[src/rtl/lpcw_pkg.sv]
`timescale 1ns/1ps
package lpcw_pkg;
  typedef enum logic [3:0] {
    ST_IDLE,
    ST_TYPE,
    ST_ADDR,
    ST_DATA,
    ST_HTA0,
    ST_HTA1,
    ST_SYNC,
    ST_TTA0,
    ST_TTA1
  } lpcw_state_e;

  localparam logic [3:0] NIB_START = 4'b0000;
  localparam logic [3:0] NIB_READY = 4'b0000;
  localparam logic [3:0] NIB_HIGH  = 4'b1111;
  localparam logic [2:0] TYPE_MEM_WR = 3'b011;
endpackage

[src/rtl/lpcw_seq.sv]
`timescale 1ns/1ps
module lpcw_seq
  import lpcw_pkg::*;
#(
  parameter int ADDR_NIBS = 8,
  parameter int DATA_NIBS = 2
) (
  input  logic        clk,
  input  logic        rst,
  input  logic        lframe_n,
  input  logic [3:0]  lad_in,
  output lpcw_state_e state_nx,
  output logic        addr_en,
  output logic        data_en
);
  localparam int MAX_NIBS = (ADDR_NIBS > DATA_NIBS) ? ADDR_NIBS : DATA_NIBS;
  localparam int CNT_W    = (MAX_NIBS > 1) ? $clog2(MAX_NIBS) : 1;
  localparam logic [CNT_W-1:0] ADDR_LAST = CNT_W'(ADDR_NIBS - 1);
  localparam logic [CNT_W-1:0] DATA_LAST = CNT_W'(DATA_NIBS - 1);

  lpcw_state_e      state_q;
  logic [CNT_W-1:0] beat_q, beat_nx;

  always_comb begin
    state_nx = state_q;
    beat_nx  = beat_q;
    if (!lframe_n) begin
      // frame marker low: open a new frame or drop the current one
      state_nx = (lad_in == NIB_START) ? ST_TYPE : ST_IDLE;
      beat_nx  = '0;
    end else begin
      unique case (state_q)
        ST_IDLE: state_nx = ST_IDLE;
        ST_TYPE: begin
          state_nx = (lad_in[3:1] == TYPE_MEM_WR) ? ST_ADDR : ST_IDLE;
          beat_nx  = '0;
        end
        ST_ADDR: begin
          if (beat_q == ADDR_LAST) begin
            state_nx = ST_DATA;
            beat_nx  = '0;
          end else begin
            beat_nx = beat_q + 1'b1;
          end
        end
        ST_DATA: begin
          if (beat_q == DATA_LAST) begin
            state_nx = ST_HTA0;
            beat_nx  = '0;
          end else begin
            beat_nx = beat_q + 1'b1;
          end
        end
        ST_HTA0: state_nx = ST_HTA1;
        ST_HTA1: state_nx = ST_SYNC;
        ST_SYNC: state_nx = ST_TTA0;
        ST_TTA0: state_nx = ST_TTA1;
        ST_TTA1: state_nx = ST_IDLE;
        default: state_nx = ST_IDLE;
      endcase
    end
  end

  always_ff @(posedge clk) begin
    if (rst) begin
      state_q <= ST_IDLE;
      beat_q  <= '0;
    end else begin
      state_q <= state_nx;
      beat_q  <= beat_nx;
    end
  end

  assign addr_en = lframe_n && (state_q == ST_ADDR);
  assign data_en = lframe_n && (state_q == ST_DATA);
endmodule

[src/rtl/lpcw_capture.sv]
`timescale 1ns/1ps
module lpcw_capture #(
  parameter int ADDR_W = 32,
  parameter int DATA_W = 8
) (
  input  logic              clk,
  input  logic              rst,
  input  logic              addr_en,
  input  logic              data_en,
  input  logic [3:0]        lad_in,
  output logic [ADDR_W-1:0] addr_q,
  output logic [DATA_W-1:0] data_q
);
  always_ff @(posedge clk) begin
    if (rst) begin
      addr_q <= '0;
      data_q <= '0;
    end else begin
      // address: most significant nibble arrives first, shift toward the top
      if (addr_en) addr_q <= {addr_q[ADDR_W-5:0], lad_in};
      // data: least significant nibble arrives first, shift toward the bottom
      if (data_en) data_q <= {lad_in, data_q[DATA_W-1:4]};
    end
  end
endmodule

[src/rtl/lpcw_drive.sv]
`timescale 1ns/1ps
module lpcw_drive
  import lpcw_pkg::*;
(
  input  logic        clk,
  input  logic        rst,
  input  lpcw_state_e state_nx,
  output logic        lad_oe,
  output logic [3:0]  lad_out,
  output logic        wr_stb
);
  always_ff @(posedge clk) begin
    if (rst) begin
      lad_oe  <= 1'b0;
      lad_out <= NIB_HIGH;
      wr_stb  <= 1'b0;
    end else begin
      lad_oe  <= (state_nx == ST_HTA1) || (state_nx == ST_SYNC) ||
                 (state_nx == ST_TTA0);
      lad_out <= (state_nx == ST_SYNC) ? NIB_READY : NIB_HIGH;
      wr_stb  <= (state_nx == ST_SYNC);
    end
  end
endmodule

[src/rtl/lpc_mem_write_target.sv]
`timescale 1ns/1ps
module lpc_mem_write_target
  import lpcw_pkg::*;
#(
  parameter int ADDR_W = 32,
  parameter int DATA_W = 8
) (
  input  logic              clk,
  input  logic              rst,
  input  logic              lframe_n,
  input  logic [3:0]        lad_in,
  output logic [3:0]        lad_out,
  output logic              lad_oe,
  output logic              wr_stb,
  output logic [ADDR_W-1:0] wr_addr,
  output logic [DATA_W-1:0] wr_data
);
  localparam int ADDR_NIBS = ADDR_W / 4;
  localparam int DATA_NIBS = DATA_W / 4;

  lpcw_state_e state_nx;
  logic        addr_en;
  logic        data_en;

  lpcw_seq #(
    .ADDR_NIBS(ADDR_NIBS),
    .DATA_NIBS(DATA_NIBS)
  ) u_seq (
    .clk      (clk),
    .rst      (rst),
    .lframe_n (lframe_n),
    .lad_in   (lad_in),
    .state_nx (state_nx),
    .addr_en  (addr_en),
    .data_en  (data_en)
  );

  lpcw_capture #(
    .ADDR_W(ADDR_W),
    .DATA_W(DATA_W)
  ) u_capture (
    .clk     (clk),
    .rst     (rst),
    .addr_en (addr_en),
    .data_en (data_en),
    .lad_in  (lad_in),
    .addr_q  (wr_addr),
    .data_q  (wr_data)
  );

  lpcw_drive u_drive (
    .clk      (clk),
    .rst      (rst),
    .state_nx (state_nx),
    .lad_oe   (lad_oe),
    .lad_out  (lad_out),
    .wr_stb   (wr_stb)
  );
endmodule

[config.mk]
export PLATFORM = sky130hd
export DESIGN_NAME = lpc_mem_write_target
export DESIGN_NICKNAME = d
export VERILOG_FILES = /design/src/rtl/lpcw_pkg.sv /design/src/rtl/lpcw_seq.sv /design/src/rtl/lpcw_capture.sv /design/src/rtl/lpcw_drive.sv /design/src/rtl/lpc_mem_write_target.sv
export SDC_FILE = /design/constraint.sdc
export NUM_CORES = 1
export LEC_CHECK = 0
export BUFFER_PORTS_ARGS = -buffer_cell sky130_fd_sc_hd__buf_2
export CAP_MARGIN = 0
export CORE_ASPECT_RATIO = 0.9
export CORE_MARGIN = 8
export CORE_UTILIZATION = 45
export CTS_BUF_LIST = sky130_fd_sc_hd__clkbuf_4 sky130_fd_sc_hd__clkbuf_8 sky130_fd_sc_hd__clkbuf_16
export CTS_CLUSTER_DIAMETER = 80
export DETAILED_ROUTE_END_ITERATION = 10
export PLACE_DENSITY = 0.73
export RECOVER_POWER = 100
export SETUP_SLACK_MARGIN = 0.15
export SYNTH_ARGS = -nofsm -noshare
export SYNTH_HDL_FRONTEND = slang
export SYNTH_SLANG_ARGS = --single-unit
[constraint.sdc]
create_clock -name clk -period 1.5 [get_ports clk]
set_input_delay 0.075 -clock clk [delete_from_list [all_inputs] [get_ports clk]]
set_output_delay 0.075 -clock clk [all_outputs]
set_load 0.01 [all_outputs]
### Word level (Yosys, flattened, before mapping)

Index checks and enable logic that the tools add are counted.

| cells by class | value |
|---|---|
| eq/ne operators | 13 |
| order comparisons | 0 |
| reductions and logical operators | 7 |
| add/subtract/negate cells | 1 |
| mux-type cells | 10 |
| bitwise logic cells | 1 |
| div/mod/pow operators | 0 |
| shift operators | 0 |
| multipliers | 0 |

Operators with widths:

| cell | number |
|---|---|
| 4-bit by 3-bit equality test with 1-bit output, second input constant | 7 |
| 4-bit one-hot mux with 7 select lines | 1 |
| 4-bit 2-to-1 mux | 4 |
| 3-bit one-hot mux with 3 select lines | 1 |
| 4-bit by 2-bit equality test with 1-bit output, second input constant | 2 |
| 3-bit 2-to-1 mux | 2 |
| 4-bit by 1-bit equality test with 1-bit output, second input constant | 1 |
| 4-bit zero test | 1 |
| 3-bit by 1-bit adder with 3-bit output, second input constant | 1 |
| 3-bit by 1-bit equality test with 1-bit output, second input constant | 1 |
| 3-bit by 2-bit equality test with 1-bit output, second input constant | 1 |
| 3-bit equality test, second input constant | 1 |
| 3-bit nonzero test | 1 |
| 1-bit logical AND | 2 |
| 1-bit logical OR | 2 |
| 2-bit 2-to-1 mux | 1 |
| 2-bit OR reduction | 1 |
| 1-bit 2-to-1 mux | 1 |
| 1-bit inverter | 1 |

| storage, ports and cells | value |
|---|---|
| logic and storage cells | 39 |
| RAM bits | 0 |
| register bits after elaboration | 53 |
| ROM bits | 0 |
| bits of input ports | 7 |
| output and inout bits | 46 |
| memories | 0 |
| bits in latches | 0 |

### Depth between registers and ports, before layout

Gate-level depths: netlist of run 1.

| logic depth | value |
|---|---|
| depth after elaboration | 7 |
| gate-level depth with buffers | 6 |
| mapped depth without buffers | 6 |

### Cells and area by module

A second synthesis of run 1 with hierarchy kept.

| second synthesis, totals | value |
|---|---|
| cell total of the unflattened synthesis | 196 |
| area total of the unflattened synthesis | 2053.2 um^2 |

By module, submodules not included:

| module | area an instance (um^2) | cells each | instances | sequential area each (um^2) |
|---|---|---|---|---|
| lpcw_capture | 1445.1 | 129 | 1 | 800.8 |
| lpcw_seq | 489.2 | 57 | 1 | 140.1 |
| lpcw_drive | 118.9 | 10 | 1 | 60.1 |

### Worst setup path before layout of run 1

Ideal clock, no wire load.

| timing path | value |
|---|---|
| path type | reg2reg |
| from | reg u_seq.beat_q[1] |
| to | reg u_seq.state_q[0] |
| period minus slack after synthesis | 1.609 ns |
| buffers on the path | 0 |
| slack | -0.109 ns |
| library setup time | 0.071 ns |
| required time | 1.429 ns |
| cell stages (with the launch flop) | 7 |
| arrival | 1.539 ns |
| path through | dfxtp_1 > inv_1 > ha_1 > nor2b_1 > o31a_1 > or4b_1 > a21oi_1 |

| on the way | value |
|---|---|
| cells in the longest elaborated chain, start to end | 4 |
| elaborated cells on any way between the ends | 6 |
| classes of those cells | eq/ne (2); mux (4) |

Ends and longest elaborated chain:

| element | RTL line | RTL |
|---|---|---|
| from (decl) | lpcw_seq.sv:22 | `logic [CNT_W-1:0] beat_q, beat_nx;` |
| from (signal assigned) | lpcw_seq.sv:70 | `beat_q <= beat_nx;` |
| 3-bit by 1-bit equality test with 1-bit output or 3-bit equality test (tied branches) | lpcw_seq.sv:47, lpcw_seq.sv:39 |  |
| 4-bit 2-to-1 mux (on tied branches) | lpcw_seq.sv:47, lpcw_seq.sv:39 |  |
| 4-bit one-hot mux with 7 select lines (*) | lpcw_seq.sv:32 | `unique case (state_q)` |
| 4-bit 2-to-1 mux (*) | lpcw_seq.sv:27 | `if (!lframe_n) begin` |
| to (signal assigned) | lpcw_seq.sv:69 | `state_q <= state_nx;` |
| to (decl) | lpcw_seq.sv:21 | `lpcw_state_e state_q;` |

Every way passes the cells marked *; elsewhere a longest branch is shown, timed or not.
A chain may end at the register's enable or synchronous reset.

### Worst setup path after layout of run 1

Ends and elaborated chain as after synthesis.

==> results.cfg, run 1 <==
[detailed_routing]
vias = 1663
drtIter0Drc = 100
drt-wirelength-per-cell_um = 13.2
first_pass_iters = 4
drc = 0
via_per_inst = 4.89
routed_wl_um = 4480
detail-route-antenna-nets = 0

[pwr]
power.share.clock_pct = 40.4
internal_power_uw = 1860
power_uw = 2310
p_comb_share_pct = 2.2
power.density_nw_per_um2 = 937
swShare_pct = 19.6
power_switching_uw = 452
leakagePower_uw = 0.000890
ir_drop_mv = 0.782
seqPwrFrac_pct = 57.4

[logic_synthesis]
ys.warnings.count = 0
synth.distinct_cells = 29
syn_area_per_cell_um2 = 8.35
synth-seq-cells = 50
syn_inst = 232
synth.cell_area_um2 = 1940
syn-num-nets = 242
ys_seq_area_share_pct = 51.6

[global_route]
grt_use_met1_pct = 16.1
grt_max_degree = 33
grt_pass1_wl_um = 7500
gr-usage-met2_pct = 22.2
grtUsageMet3_pct = 4.68
antenna_found_initial = 0
overflow = 0
busiest_layer = met2
grtUsageTotal_pct = 13.4
grt_pass1_vias = 1709

[placed_design]
dp_hpwl_um = 3110
pre_cts_ws_ps = -120
place_congestion = 0.797
io_buffers = 52

[worst_setup_path]
required_ps = 1730
startpoint = u_seq.beat_q[1]
cp_max_fo = 3
worstRegToRegCells = 6
cp.arrival_ps = 1900
r2r_slack_ps = -180
criticalPathCategory = reg2reg
reg2reg_to = u_seq.state_q[0]
timing.rr.start = u_seq.beat_q[1]
worst_setup_path_start_kind = flip-flop
critPathCaptureType = flip-flop

[floorplan]
dieArea_um2 = 6670
ios = 53
die_width_um = 85.2
initial_core_util_pct = 47.3
row_count = 22
fp.coreArea_um2 = 4100
die_h_um = 78.3

[timing]
hold_viol_final = 0
tightest_slew_ps = 354
fin_crit_ps = 1680
grt_setup_unrepaired = yes
period_share_pct = 112
fmax_ghz = 0.596
fin_worst_skew_ps = 4.68
layout_setup_ws_ps = -179
setup_violations = 3
slew_viol_final = 0
slew-limit-headroom_pct = 76.4

[status]
status = finished with violations
violations = negative setup slack

[clock_network]
cts.sinks = 50
numCtsBuffers = 5
clk_path_buf_depth = 2
cts_tree = built
clk_latency_ps = 290
htreeDepth = 2
clk_pin_slew_ps = 90
cts-root-buf = clkbuf_8

[layout]
filler_cell_count = 391
layout-drive-gt1-share_pct = 17.1
layout_common_cells = 67 x nand2_1, 47 x clkbuf_1, 46 x dfxtp_1
nNetsFinal = 301
final_common_cell = nand2_1
diodes = 0
areaGrowthSynthToFinish_pct = 27.2

[worst_hold_path]
whs_path_depth = 3
hold_start = lad_in[0]
whs_endpoint = u_capture.addr_q[0]
hp-class = in2reg

[job]
cap_viol_max_count = 0
Yosys cell counts:
cell type	n	area, um2
a2111oi_0	1	8.76
ha_1	3	37.5
o21bai_1	2	15.0
buf_4	4	30.0
o31a_1	1	8.76
nand2b_4	1	13.8
nor4b_1	1	8.76
o21ai_1	1	5.00
buf_2	4	20.0
nor2b_1	3	18.8
nand2_1	67	251
o21ai_0	2	10.0
or4b_1	1	10.0
a22oi_1	3	22.5
mux2i_1	9	90.1
a211oi_1	1	7.51
and2_1	1	6.26
inv_1	4	15.0
a21oi_1	34	170
nor3b_1	1	7.51
nor2_1	15	56.3
buf_6	1	11.3
a31oi_1	1	6.26
nor3_2	1	10.0
clkbuf_1	9	33.8
or3_1	4	25.0
nor3_1	5	25.0
dfxtp_1	50	1000
nand2b_1	2	12.5
flip-flops by register name, summed over array words and instances (netlist names):
signal and count:
u_seq.beat_q 3, u_drive.wr_stb 1, u_seq.state_q 4, u_drive.lad_oe 1, u_capture.addr_q 32, u_drive.lad_out 1
u_capture.data_q 8
power by group through the flow:
stage | logic (uW) | clock network (uW) | registers, uW
3_3_place_gp | 48.8 | 0 | 1360
3_5_place_dp | 48.8 | 0 | 1360
2_1_floorplan | 25.2 | 0 | 1360
4_1_cts | 49.8 | 955 | 1330
6_report | 50.1 | 932 | 1330
5_1_grt | 54.3 | 1010 | 1330
critical path: stages, from the launching register on:
cell and delay (ps):
dfxtp_2 360, inv_2 50, ha_4 140, nor2b_4 120, o31a_1 290, or4b_1 520
a21oi_2 140
routing by layer:
layer | vias up | share of wire, %
met2 | 41 | 46
met4 | 0 | 0.38
met1 | 746 | 46
met5 | - | 0
li1 | 874 | -
met3 | 2 | 6.9
area by class of cell:
cell class                      count  area, um2  area share (%)
Multi-Input combinational cell    160        920            37.3
Sequential cell                    50       1010            40.8
Clock inverter                      2       37.5            1.52
Inverter                            4       15.0           0.609
Tap cell                           48       60.1            2.44
Timing Repair Buffer               70        350            14.2
Clock buffer                        6       76.3            3.10
per-stage QoR:
step	cells	area [um2]	util [%]	hold slack [ps]	setup TNS, ps
global route	340	2460	60.1	54.1	-1970
CTS	340	2530	61.7	39.1	-300
finish	340	2460	60.1	44.0	-423
floorplan	232	1970	-	211	-36.5
detailed placement	330	2340	57.0	353	-361
global placement	330	2340	57.0	343	-233
repair_timing:
item	CTS	global route
cloned	0	0
setup buffers	2	0
endpoints found under the setup margin	46	48
hold buffers	0	0
resized for setup	13	4
pin swaps	7	3
how the worst max path moves through the flow:
stage	to	slack, ps	cells after the start
4_1_cts	u_seq.state_q[0]	-130	6
5_1_grt	u_seq.state_q[0]	-250	6
2_1_floorplan	u_seq.state_q[0]	-40	6
6_report	u_seq.state_q[0]	-180	6
3_3_place_gp	u_seq.beat_q[1]	-90	6
3_5_place_dp	u_seq.beat_q[1]	-120	6
cell families (layout without fill, tap and decap cells):
kind of cell               Yosys count  in the layout  synth area share [%]
and+or+nand+nor                    102            102                  23.0
muxes                                9              9                  4.65
buffers and inverters               22             82                  5.68
adders and majority gates            3              3                  1.94
AOI/OAI and AO/OA                   46             46                  13.1
DFF                                 50             50                  51.6
(Power assumes the default switching activity.)
==> inputs of run 2 (changes only) <==
PLACE_DENSITY = 0.7   (was 0.73)
SYNTH_HIERARCHICAL = 1   (was not set)
clock period = 2.05 ns   (was 1.5 ns; I/O delays follow)
==> run 2 against run 1 <==
Against the previous run: the flow now finishes without violations; routed wire length shrank 8.4%; via count shrank 10%; clock skew grew 4.7 ps; hold slack gained 46 ps; final area shrank 5.1%; critical path depth is the same; critical path type unchanged; highest routed layer unchanged; worst setup slack gained 440 ps; fmax shrank 6.0%; largest cell class unchanged; first-iteration DRC count grew 12%.
==> results.cfg, run 2 <==
[status]
status = completed

[detailed_routing]
vias = 1493
first_pass_iters = 4
routed_wl_um = 4100
detail-route-antenna-nets = 0
via_per_inst = 4.85
drc = 0
drt-wirelength-per-cell_um = 13.3
drtIter0Drc = 112

[layout]
areaGrowthSynthToFinish_pct = 13.9
diodes = 0
final_cells = 308
layout_common_cells = 49 x dfxtp_1, 47 x nor2_1, 46 x clkbuf_1
nNetsFinal = 255
largest_reg_flops = 32
final_common_cell = dfxtp_1
reg.largest.list = u_capture/addr_q (32), u_capture/data_q (8), u_seq/state_q (4)
layout-drive-gt1-share_pct = 9.76
top_register = u_capture/addr_q
filler_cell_count = 452

[clock_network]
clk_pin_slew_ps = 80
clk_latency_ps = 300
cts_tree = built
htreeDepth = 2
cts-root-buf = clkbuf_8
clk_path_buf_depth = 2
cts.sinks = 50
numCtsBuffers = 5

[logic_synthesis]
syn_area_per_cell_um2 = 10.5
synthSimpleGateAreaFrac_pct = 17.0
yosys.area_share.xor_xnor_pct = 0.427
synth.distinct_cells = 39
synth-edff-count = 0
synth_top_area_share_pct = 48.8
synth_async_sr_flop_share_pct = 0
synthTopCellsByArea = dfxtp_1 49%, mux2i_1 20%, nor2_1 8.6%
ys_seq_area_share_pct = 48.8
synth_compound_area_share_pct = 5.55
yosys.area.top_type = dfxtp_1
yosysMostFrequentCell = dfxtp_1
yosys-top-cells-count = 50 x dfxtp_1, 47 x nor2_1, 40 x mux2i_1
syn-num-nets = 206
synth_top_family_by_area = multiplexers
synth-seq-cells = 50
synth.cell_area_um2 = 2050
syn_inst = 196
synthAdderAreaFrac_pct = 1.83
ys.warnings.count = 6
synth_ff_type = dfxtp_1
muxShareOfSynthArea_pct = 19.5

[placed_design]
pre_cts_ws_ps = 207
placedCellCount = 300
dp_hpwl_um = 2910
io_buffers = 52
place_congestion = 0.816

[global_route]
grt_max_degree = 33
grtUsageMet3_pct = 4.89
grt_pass1_wl_um = 6570
busiest_layer = met2
gr-usage-met2_pct = 17.8
overflow = 0
antenna_found_initial = 0
grtUsageTotal_pct = 11.9
grt_use_met1_pct = 14.5
grt_pass1_vias = 1433

[timing]
tightest_slew_ps = 526
grt_setup_unrepaired = no
tns_ps = 0
setup_violations = 0
period_share_pct = 87.1
slew-limit-headroom_pct = 64.9
hold_viol_final = 0
fin_worst_skew_ps = 9.40
hold-worst-slack_ps = 90.4
slew_viol_final = 0
fin_crit_ps = 1780
fmax_ghz = 0.560
layout_setup_ws_ps = 265

[pwr]
leakagePower_uw = 0.000819
power_uw = 1590
ir_drop_mv = 0.512
power.density_nw_per_um2 = 680

[floorplan]
fp.coreArea_um2 = 4430
die_h_um = 80.1
row_count = 23
dieArea_um2 = 6980
die_width_um = 87.2
ios = 53
initial_core_util_pct = 46.3

[worst_setup_path]
critPathCaptureType = flip-flop
worst_setup_path_start_kind = flip-flop
required_ps = 2290
criticalPathCategory = reg2reg
cp_max_fo = 10
cp.arrival_ps = 2030

[worst_hold_path]
hp-class = in2reg

[job]
cap_viol_max_count = 0
[run 2: changes by cell type after synthesis, moves of 3 or more]
cell      before  now
clkbuf_1       9    4
buf_12         0    3
a21oi_1       34    1
buf_2          4    0
mux2i_1        9   40
nor2_1        15   47
or3_1          4    1
nand2_1       67    3
[run 2: cell families (layout without fill, tap and decap cells)]
| family | after synthesis | after routing |
|---|---|---|
| mux | 40 | 40 |
| compound gates | 14 | 14 |
| xor+xnor | 1 | 1 |
| flops | 50 | 50 |
| simple gates | 72 | 72 |
| fa+ha+maj | 3 | 3 |
| buf+inv | 16 | 66 |
[run 2: worst paths after layout]
check | endpoint | slack [ps] | cells after the start | startpoint
worst max-delay path | u_drive/wr_stb | 270 | 6 | u_seq/state_q[1]
worst min-delay path | u_capture/addr_q[0] | 90 | 3 | lad_in[0]
worst max register to register | u_drive/wr_stb | 270 | 6 | u_seq/state_q[1]
worst min register to register | u_capture/addr_q[29] | 500 | 2 | u_capture/addr_q[29]
[run 2: metal layers]
layer  part of all wire (%)  vias up  wire (um)
li1                       -      774          -
met1                     49      670       2010
met2                     41       44       1690
met3                    8.1        5        333
met4                    1.5        0         63
met5                      0        -          0
[run 2: cell type report]
class                      instances  area, um2  share of cell area (%)
tap                               62       77.6                    3.32
inverter                           2       7.51                   0.321
sequential                        50       1000                    42.9
multi-input combinational        130        911                    39.0
clock inverter                     1       5.00                   0.214
timing repair buffer              56        245                    10.5
clock buffer                       7       90.1                    3.85
[run 2: worst max-delay path, stage by stage (launching register included)]
cell	delay (ps)
dfxtp_1	560
nand2_4	110
or3b_1	380
a21o_1	180
nor2_1	100
nor3b_2	230
and3b_1	180
[run 2: stage by stage]
stage | utilization, % | cell area, um2
3_5_place_dp | 52.0 | 2300
3_3_place_gp | 52.0 | 2300
6_report | 52.8 | 2340
2_1_floorplan | - | 2050
4_1_cts | 54.1 | 2400
5_1_grt | 52.8 | 2340
[run 2: power breakdown]
group          leakage [uW]  internal, uW  switching (uW)
Clock             0.0000517           286             300
Combinational      0.000365          8.45            24.5
Sequential         0.000403           970           0.190
[run 2: what timing repair did]
| action | 4_1_cts | 5_1_grt |
|---|---|---|
| hold buffers | 0 | 0 |
| resized for setup | 0 | 3 |
| buffers inserted | 0 | 0 |
| setup endpoints to repair | 0 | 3 |
==> inputs of run 3 (changes only) <==
--- a/config.mk
+++ b/config.mk
@@ -9,5 +9,5 @@
 export CAP_MARGIN = 0
 export CORE_ASPECT_RATIO = 0.9
-export CORE_MARGIN = 8
+export CORE_MARGIN = 4
 export CORE_UTILIZATION = 45
 export CTS_BUF_LIST = sky130_fd_sc_hd__clkbuf_4 sky130_fd_sc_hd__clkbuf_8 sky130_fd_sc_hd__clkbuf_16
==> constraint.sdc (replaced) <==
create_clock -name clk -period 2.05 [get_ports clk]
set_input_delay 0.3075 -clock clk [delete_from_list [all_inputs] [get_ports clk]]
set_output_delay 0.3075 -clock clk [all_outputs]
set_load 0.01 [all_outputs]
==> run 3 against run 2 <==
Against the previous run: largest power group unchanged; utilization rose by 0.48 points; critical path type unchanged; combinational power rose by 3%; sequential power barely moved; sequential share of layout area fell by 0.39 points.
==> results.cfg, run 3 (same netlist as run 2, synthesis figures left out) <==
[status]
status = completed

[floorplan]
row_count = 23
dieArea_um2 = 5710
die_h_um = 72.1
ios = 53
fp.coreArea_um2 = 4430
die_width_um = 79.2
initial_core_util_pct = 46.3

[timing]
fmax_ghz = 0.546
fin_worst_skew_ps = 3.29
period_share_pct = 89.4
tns_ps = 0
setup_violations = 0
fin_crit_ps = 1830
slew-limit-headroom_pct = 66.5
grt_setup_unrepaired = no
slew_viol_final = 0
tightest_slew_ps = 502
hold_viol_final = 0

[clock_network]
post_cts_buffers = 0
htreeDepth = 2
clk_path_buf_depth = 2
numCtsBuffers = 5
clk_latency_ps = 290
clk_pin_slew_ps = 80
cts_tree = built
postCtsResizedCells = 0
cts_hold_buf = 0
cts-root-buf = clkbuf_8
cts.sinks = 50

[layout]
diodes = 0
final_area_um2 = 2360
reg.largest.list = u_capture/addr_q (32), u_capture/data_q (8), u_seq/state_q (4)
nNetsFinal = 255
largest_reg_flops = 32
final_common_cell = dfxtp_1
layout-drive-gt1-share_pct = 9.39
top_register = u_capture/addr_q
layout_common_cells = 49 x dfxtp_1, 47 x nor2_1, 46 x clkbuf_1
areaGrowthSynthToFinish_pct = 14.9

[worst_hold_path]
hold_start = lad_in[0]
whs_path_depth = 3
hp-class = in2reg
whs_endpoint = u_capture/addr_q[0]

[worst_setup_path]
criticalPathCategory = reg2reg
required_ps = 2290
worst_setup_path_start_kind = flip-flop
r2r_slack_ps = 220
cp.arrival_ps = 2070
timing.rr.start = u_seq/beat_q[1]
reg2reg_to = u_drive/wr_stb
cp_max_fo = 3
worstRegToRegCells = 8
critPathCaptureType = flip-flop

[job]
cap_viol_max_count = 0

[placed_design]
dpl_cell_area_um2 = 2300
io_buffers = 52
dp_hpwl_um = 2740
place_congestion = 0.830

[global_route]
antenna_found_initial = 0
grtUsageTotal_pct = 14.5
overflow = 0
grt_max_degree = 33
grt_pass1_wl_um = 6660
grt_pass1_vias = 1500

[pwr]
ir_drop_mv = 0.483
power.share.clock_pct = 40.6
power.density_nw_per_um2 = 717
power_switching_uw = 322
leakagePower_uw = 0.000823
seqPwrFrac_pct = 57.4
p_comb_share_pct = 2.0
internal_power_uw = 1370
swShare_pct = 19.0

[detailed_routing]
drc = 0
drtIter0Drc = 75
routed_wl_um = 3910
first_pass_iters = 4
drt-wirelength-per-cell_um = 12.7
via_per_inst = 4.98
vias = 1528
detail-route-antenna-nets = 0
## run 3: metal layers
layer / share of wire (%) / up-vias / global-route usage (%)
li1: - / 766 / -
met1: 47 / 710 / 18.6
met2: 44 / 44 / 22.5
met3: 7.2 / 8 / 4.71
met4: 1.5 / 0 / 5.73
met5: 0 / - / 0
## run 3: stage by stage
step	std cells	hold slack (ps)	total power [uW]	utilization [%]	setup WS, ps
CTS	307	282	1720	54.5	169
global placement	300	467	1030	52.0	248
global route	307	314	1760	53.2	49.3
floorplan	196	377	1010	-	343
detailed placement	300	479	1030	52.0	195
finish	307	298	1690	53.2	218
## run 3: layout make-up
class	instances	area (um2)
fillers	450	2070
flip-flops and latches	50	1000
multi-input cells	130	917
repair buffers	56	243
clock buffers	6	82.6
well taps	62	77.6
clock inverters	1	30.0
inverters	2	7.51
## run 3: power by group through the flow
stage | Clock, uW | Sequential, uW | Combinational, uW
after floorplan | 0 | 993 | 15.2
after global placement | 0 | 993 | 33.6
after detailed placement | 0 | 993 | 33.9
after CTS | 711 | 971 | 34.0
after global routing | 747 | 971 | 37.5
final | 687 | 970 | 34.0
## run 3: worst max-delay path by stage
stage / startpoint / endpoint / slack (ps) / cells after the start
after global routing: u_seq/beat_q[0] / u_drive/wr_stb / 50 / 7
after CTS: u_seq/beat_q[0] / u_drive/wr_stb / 170 / 7
final: u_seq/beat_q[1] / u_drive/wr_stb / 220 / 8
after detailed placement: u_seq/beat_q[0] / u_drive/wr_stb / 190 / 7
after floorplan: u_seq/beat_q[0] / u_drive/wr_stb / 340 / 7
after global placement: u_seq/beat_q[0] / u_drive/wr_stb / 250 / 7
## run 3: worst max-delay path: stages, from the launching register on
cell and delay, ps:
dfxtp_1 330, inv_1 60, ha_1 130, nor2b_1 210
or3b_1 370, a21o_1 180, nor2_1 110, nor3b_4 220
and3b_1 170
